<file path="config.mk">
export PLATFORM = sky130hd
export DESIGN_NAME = adc_cmd_engine
export DESIGN_NICKNAME = d
export VERILOG_FILES = /design/src/rtl/adc_host_pkg.sv /design/src/rtl/sclk_pacer.sv /design/src/rtl/result_capture.sv /design/src/rtl/adc_cmd_engine.sv
export SDC_FILE = /design/constraint.sdc
export NUM_CORES = 1
export LEC_CHECK = 0
export BUFFER_PORTS_ARGS = -buffer_cell sky130_fd_sc_hd__clkbuf_2
export CAP_MARGIN = 30
export CORE_MARGIN = 2
export CORE_UTILIZATION = 50
export DETAILED_ROUTE_END_ITERATION = 8
export GPL_TIMING_DRIVEN = 1
export PLACE_DENSITY = 0.7
export SKIP_CTS_REPAIR_TIMING = 1
export SYNTH_ARGS = -nofsm -noshare
export SYNTH_HDL_FRONTEND = slang
export SYNTH_HIERARCHICAL = 1
export SYNTH_SLANG_ARGS = --single-unit
</file>
<file path="constraint.sdc">
create_clock -name clk -period 2.69 [get_ports clk]
set_clock_uncertainty 0.1 [all_clocks]
set_input_delay 0.269 -clock clk [delete_from_list [all_inputs] [get_ports clk]]
set_output_delay 0.269 -clock clk [all_outputs]
set_load 0.02 [all_outputs]
</file>
<file path="src/rtl/adc_host_pkg.sv">
package adc_host_pkg;
    typedef enum logic [1:0] {
        ST_IDLE   = 2'd0,
        ST_XFER   = 2'd1,
        ST_GAP    = 2'd2,
        ST_RESULT = 2'd3
    } eng_state_t;

    // start bit + three command bits + one null period
    localparam int HDR_LEN = 5;
endpackage

</file>
<file path="src/rtl/sclk_pacer.sv">
module sclk_pacer #(
    parameter int HALF_DIV = 2
) (
    input  logic clk,
    input  logic rst_n,
    input  logic run,
    output logic tick
);
    localparam int CW = (HALF_DIV > 1) ? $clog2(HALF_DIV) : 1;
    localparam logic [CW-1:0] LAST = CW'(HALF_DIV - 1);

    logic [CW-1:0] cnt;

    always_ff @(posedge clk or negedge rst_n) begin
        if (!rst_n)          cnt <= '0;
        else if (!run)       cnt <= '0;
        else if (cnt == LAST) cnt <= '0;
        else                 cnt <= cnt + 1'b1;
    end

    assign tick = run && (cnt == LAST);
endmodule

</file>
<file path="src/rtl/result_capture.sv">
module result_capture #(
    parameter int RES_W = 12
) (
    input  logic             clk,
    input  logic             rst_n,
    input  logic             clear,
    input  logic             fwd_en,
    input  logic             rev_en,
    input  logic             bit_in,
    output logic [RES_W-1:0] fwd_word,
    output logic [RES_W-2:0] rev_word
);
    always_ff @(posedge clk or negedge rst_n) begin
        if (!rst_n) begin
            fwd_word <= '0;
            rev_word <= '0;
        end else if (clear) begin
            fwd_word <= '0;
            rev_word <= '0;
        end else begin
            if (fwd_en) fwd_word <= {fwd_word[RES_W-2:0], bit_in};
            // reversed copy arrives low bit first: shift in at the top
            if (rev_en) rev_word <= {bit_in, rev_word[RES_W-2:1]};
        end
    end
endmodule

</file>
<file path="src/rtl/adc_cmd_engine.sv">
module adc_cmd_engine
    import adc_host_pkg::*;
#(
    parameter int RES_W       = 12,
    parameter int HALF_DIV    = 2,
    parameter int GAP_PERIODS = 2
) (
    input  logic             clk,
    input  logic             rst_n,
    input  logic             req_valid,
    output logic             req_ready,
    input  logic             req_single,
    input  logic             req_odd,
    input  logic             req_msbf,
    output logic             res_valid,
    input  logic             res_ready,
    output logic [RES_W-1:0] res_data,
    output logic             res_mismatch,
    output logic             cs_n,
    output logic             sclk,
    output logic             mosi,
    input  logic             miso
);
    localparam int FWD_LEN   = HDR_LEN + RES_W;
    localparam int DUAL_LEN  = FWD_LEN + RES_W - 1;
    localparam int PW        = $clog2(DUAL_LEN);
    localparam int GAP_TICKS = 2 * GAP_PERIODS;
    localparam int GW        = $clog2(GAP_TICKS + 1);

    eng_state_t state, state_nx;

    logic          tick;
    logic          phase;
    logic [PW-1:0] pidx;
    logic [GW-1:0] gap_cnt;
    logic          cmd_single, cmd_odd, cmd_msbf;
    logic          last_period, gap_done;
    logic          accept, rise_now;
    logic          fwd_en, rev_en;
    logic [RES_W-1:0] fwd_word;
    logic [RES_W-2:0] rev_word;

    function automatic logic cmd_bit(input int idx, input logic s, input logic o, input logic m);
        case (idx)
            0:       cmd_bit = 1'b1;
            1:       cmd_bit = s;
            2:       cmd_bit = o;
            3:       cmd_bit = m;
            default: cmd_bit = 1'b0;
        endcase
    endfunction

    sclk_pacer #(.HALF_DIV(HALF_DIV)) u_pacer (
        .clk  (clk),
        .rst_n(rst_n),
        .run  ((state == ST_XFER) || (state == ST_GAP)),
        .tick (tick)
    );

    assign accept      = (state == ST_IDLE) && req_valid;
    assign rise_now    = (state == ST_XFER) && tick && !phase;
    assign last_period = int'(pidx) == (cmd_msbf ? FWD_LEN - 1 : DUAL_LEN - 1);
    assign gap_done    = int'(gap_cnt) == GAP_TICKS - 1;
    assign fwd_en      = rise_now && int'(pidx) >= HDR_LEN && int'(pidx) < FWD_LEN;
    assign rev_en      = rise_now && int'(pidx) >= FWD_LEN;

    result_capture #(.RES_W(RES_W)) u_cap (
        .clk     (clk),
        .rst_n   (rst_n),
        .clear   (accept),
        .fwd_en  (fwd_en),
        .rev_en  (rev_en),
        .bit_in  (miso),
        .fwd_word(fwd_word),
        .rev_word(rev_word)
    );

    // state register
    always_ff @(posedge clk or negedge rst_n) begin
        if (!rst_n) state <= ST_IDLE;
        else        state <= state_nx;
    end

    // transitions
    always_comb begin
        state_nx = state;
        unique case (state)
            ST_IDLE:   if (req_valid)                   state_nx = ST_XFER;
            ST_XFER:   if (tick && phase && last_period) state_nx = ST_GAP;
            ST_GAP:    if (tick && gap_done)            state_nx = ST_RESULT;
            ST_RESULT: if (res_ready)                   state_nx = ST_IDLE;
            default:                                    state_nx = ST_IDLE;
        endcase
    end

    // outputs and frame counters
    always_ff @(posedge clk or negedge rst_n) begin
        if (!rst_n) begin
            cs_n       <= 1'b1;
            sclk       <= 1'b0;
            mosi       <= 1'b0;
            phase      <= 1'b0;
            pidx       <= '0;
            gap_cnt    <= '0;
            res_valid  <= 1'b0;
            cmd_single <= 1'b0;
            cmd_odd    <= 1'b0;
            cmd_msbf   <= 1'b1;
        end else begin
            unique case (state)
                ST_IDLE: if (req_valid) begin
                    cmd_single <= req_single;
                    cmd_odd    <= req_odd;
                    cmd_msbf   <= req_msbf;
                    cs_n       <= 1'b0;
                    sclk       <= 1'b0;
                    mosi       <= 1'b1;
                    phase      <= 1'b0;
                    pidx       <= '0;
                end
                ST_XFER: if (tick) begin
                    if (!phase) begin
                        sclk  <= 1'b1;
                        phase <= 1'b1;
                    end else begin
                        sclk  <= 1'b0;
                        phase <= 1'b0;
                        if (last_period) begin
                            cs_n    <= 1'b1;
                            mosi    <= 1'b0;
                            gap_cnt <= '0;
                        end else begin
                            pidx <= pidx + 1'b1;
                            mosi <= cmd_bit(int'(pidx) + 1, cmd_single, cmd_odd, cmd_msbf);
                        end
                    end
                end
                ST_GAP: if (tick) begin
                    gap_cnt <= gap_cnt + 1'b1;
                    if (gap_done) res_valid <= 1'b1;
                end
                ST_RESULT: if (res_ready) res_valid <= 1'b0;
                default: ;
            endcase
        end
    end

    assign req_ready    = (state == ST_IDLE);
    assign res_data     = fwd_word;
    assign res_mismatch = !cmd_msbf && ({rev_word, fwd_word[0]} != fwd_word);

    AST_SCLK_NEEDS_CS:  assert property (@(posedge clk) disable iff (!rst_n) sclk |-> !cs_n);
    AST_RESULT_PARKED:  assert property (@(posedge clk) disable iff (!rst_n) $rose(res_valid) |-> cs_n && !sclk);
    AST_BUSY_NO_READY:  assert property (@(posedge clk) disable iff (!rst_n) (!cs_n || res_valid) |-> !req_ready);
    AST_RESULT_HOLD:    assert property (@(posedge clk) disable iff (!rst_n)
                            res_valid && !res_ready |=> res_valid && $stable(res_data) && $stable(res_mismatch));
    AST_HANDSHAKE_FREE: assert property (@(posedge clk) disable iff (!rst_n) res_valid && res_ready |=> req_ready);
endmodule

</file>
==> impl_summary.txt <==
----------------------------------------------------
[Clock network]
  Buffer type at the clock tree root ... sky130_fd_sc_hd__clkbuf_8
  Reg clk slew, reported paths ... approximately 0.080 ns
  TritonCTS clock tree ... done
  Clock buffer count from CTS ... 5
  H-tree level count ... 2
  Number of clock sinks ... between 40 and 50
  Clock latency at the later pin of the worst-skew pair ... just under 0.3 ns
  CTS Buffer Depth ... 2

[Critical path]
  Reg2Reg Launch Point ... state[0]
  Slowest stage cell, crit path ... sky130_fd_sc_hd__nor3_1
  Path depth of the worst reg2reg path ... 7
  Reg-to-Reg End ... pidx[2]
  Crit Path Class ... flip-flop to flip-flop
  List of cells traversed by the critical path ... inv_1 -> ha_1 -> and2_2 -> a21boi_0 -> nor3_1 -> a21oi_1 -> a22o_1
  Peak fanout along the critical path ... 6
  Worst EP required ... ~2.8 ns
  Largest stage delay on the critical path ... between 0.4 and 0.5 ns
  R2R Setup Slk ... slightly below 0.4 ns
  Kind of end point of the critical path ... flip-flop
  CP arrival ... between 2 and 2.5 ns
  CP bufs+invs ... 1
  Gate family responsible for the most delay along the worst path ... compound AO/OA/AOI/OAI gates
  Worst Setup Start Kind ... flip-flop

[Floorplan]
  DIE AREA ... roughly 0.005 mm²
  Count of boundary I/O pins ... 26
  Area of the core region ... roughly 0.0043 mm²
  Initial core utilization ... 0.512
  Standard-cell row count ... 24
  DIE WIDTH ... ~71 µm
  Die extent in y ... 70.6 µm

[Synthesis]
  Fraction of synthesized cell area taken by the top area cell type ... 0.440
  Yosys cell types ... between 40 and 50
  Dominant register cell in the synthesized netlist ... sky130_fd_sc_hd__dfrtp_1
  Combined area of all synthesized cells ... between 0.002 and 0.0025 mm²
  Commonest cells in the netlist ... 39 x sky130_fd_sc_hd__dfrtp_1, 32 x sky130_fd_sc_hd__nor2_1, 26 x sky130_fd_sc_hd__mux2i_1, 11 x sky130_fd_sc_hd__ha_1, 11 x sky130_fd_sc_hd__xor2_1
  Share of synthesized flip-flops with an asynchronous set or reset ... 1.00
  Mean cell area of the mapped netlist ... 11.0 µm²
  EDFF count, synth ... 0
  Number of instances in the synthesized netlist ... between 200 and 250
  Top area cells in the synthesized netlist ... sky130_fd_sc_hd__dfrtp_1 44%, sky130_fd_sc_hd__mux2i_1 12%, sky130_fd_sc_hd__ha_1 6.2%
  Share of synthesized area occupied by flip-flops and latches ... 0.464
  Net count after synthesis ... around 220
  Ys Warns ... 6
  Post-synthesis cell type with the largest combined area ... sky130_fd_sc_hd__dfrtp_1
  Post-synthesis register bit count ... between 40 and 50
  Most frequently used cell type in the post-synthesis netlist ... sky130_fd_sc_hd__dfrtp_1

[Pwr]
  Cell area power density ... around 460 mW/mm²
  Leakage dissipation ... approximately 0.0012 µW
  Worst vdd ir ... 0.000338 V

[Flow run]
  # Max-Cap Violations ... 0

[Timing]
  Achievable Freq ... 0.434 GHz
  Worst hold slack across all endpoints ... between 0.08 and 0.09 ns
  Pin slew with the least headroom to its limit ... 0.549 ns
  Fin. max-slew vios ... 0
  Number of setup violations in the final report ... 0
  Number of failing hold endpoints at the final stage ... 0
  Normalized max-slew margin ... 0.631
  Final min period ... between 2 and 2.5 ns
  RSZ-0062 raised after global routing ... no
  Setup Total Neg Slack ... 0 ns
  Final clock period utilization by the worst path ... 0.857

[Detailed routing]
  DRC viols ... 0
  Post-route antenna net violation count ... 0
  Average detailed-routed wire length per instance ... roughly 14 µm
  Via count normalized by instance count ... around 5.3
  Number of DRC markers after the initial detailed-route iteration ... 95
  Length of the first detailed-routing pass in iterations ... 4
  Final routed wirelength across all metal layers ... slightly above 4 mm
  Vias ... around 1500

[Min path]
  Hold Crit Endpoint ... res_valid
  Number of cells on the worst hold path ... 2
  Min-Delay Startpoint ... res_ready
  Worst min-delay path category ... input pin to flip-flop

[Final layout]
  Fin util ... 0.585
  Final #Nets ... 252
  Inserted Diodes ... 0
  Filler Cell Count ... 380
  Share of final-layout standard cells stronger than drive strength 1 ... 0.222
  Area growth from synthesis to layout ... 14.2%

[Placed design]
  Routability congestion estimate from global placement ... between 0.8 and 0.9
  Port-buffer cells ... 25
  Hpwl dp ... roughly 3 mm

[Global route]
  Overall fraction of global-route tracks in use ... 0.175
  First-pass GRT wire length ... approximately 6.9 mm
  Vias in the first global route ... 1461
  Initial antenna violation count ... 0
  Overflow after GRT ... 0
  Pin count of the biggest net entering global routing ... 34

[Status]
  Outcome ... complete, no violations

----------------------------------------------------
cells in the final DEF (no fill, tap or decap), types with 3 or more instances in the layout:
cell type	instances
sky130_fd_sc_hd__a21oi_1	8
sky130_fd_sc_hd__a31oi_1	3
sky130_fd_sc_hd__buf_4	3
sky130_fd_sc_hd__clkbuf_2	25
sky130_fd_sc_hd__clkbuf_8	5
sky130_fd_sc_hd__dfrtp_1	39
sky130_fd_sc_hd__ha_1	11
sky130_fd_sc_hd__inv_1	8
sky130_fd_sc_hd__mux2_2	4
sky130_fd_sc_hd__mux2i_1	26
sky130_fd_sc_hd__nand2_1	7
sky130_fd_sc_hd__nand2b_1	5
sky130_fd_sc_hd__nand3_1	4
sky130_fd_sc_hd__nor2_1	32
sky130_fd_sc_hd__nor3_1	3
sky130_fd_sc_hd__xor2_1	11
worst max-delay path by stage:
stage              from  endpoint  slack (ns)  depth (start not counted)
3_5_place_dp   state[1]   pidx[2]        0.38                          7
3_3_place_gp   state[1]   pidx[2]        0.44                          7
2_1_floorplan  state[0]   pidx[4]        0.58                          7
5_1_grt        state[0]   pidx[2]        0.14                          7
6_report       state[0]   pidx[2]        0.38                          7
4_1_cts        state[0]   pidx[2]        0.38                          7
report_power, final:
group          internal (µW)  switching (µW)  leakage [µW]
logic                   16.9            27.5      0.000669
registers                621            6.34      0.000457
clock network            275             207     0.0000552
total                    914             241       0.00118
area by class of cell:
cell class                 count  area [µm²]  area share
multi-input combinational    147        1120       0.443
sequential                    41        1030       0.407
timing repair buffer          30         178      0.0702
clock buffer                   6        72.6      0.0287
tap                           52        65.1      0.0257
clock inverter                 2        35.0      0.0138
inverter                       8        30.0      0.0119
kinds of logic after synthesis:
group	synth area share
AO/OA/AOI/OAI	0.107
adder cells (fa/ha/maj)	0.0621
XOR/XNOR	0.0474
flip-flops	0.464
AND/OR/NAND/NOR	0.143
multiplexers	0.145
buffers and inverters	0.0322
sequential cells by signal, indices dropped and copies added, names as in the netlist, 2 cells and up:
signal,count
u_cap/fwd_word,12
u_cap/rev_word,11
pidx,5
gap_cnt,3
state,2
stage by stage:
stage / power, µW / area (µm²) / worst slack [ns] / instances
final: 1150 / 2530 / 0.384 / 286
after global routing: 1200 / 2530 / 0.138 / 286
after CTS: 1170 / 2520 / 0.381 / 285
after detailed placement: 685 / 2410 / 0.384 / 277
after global placement: 680 / 2390 / 0.439 / 276
after floorplan: 655 / 2220 / 0.578 / 202
per-layer routing:
metal | up-vias | part of all wire | GRT usage
li1 | 769 | - | -
met5 | - | 0 | 0
met4 | 0 | 0.0088 | 0.0503
met2 | 19 | 0.47 | 0.265
met3 | 2 | 0.031 | 0.0484
met1 | 740 | 0.49 | 0.248
Note: power is estimated with default switching activity, not from simulation.
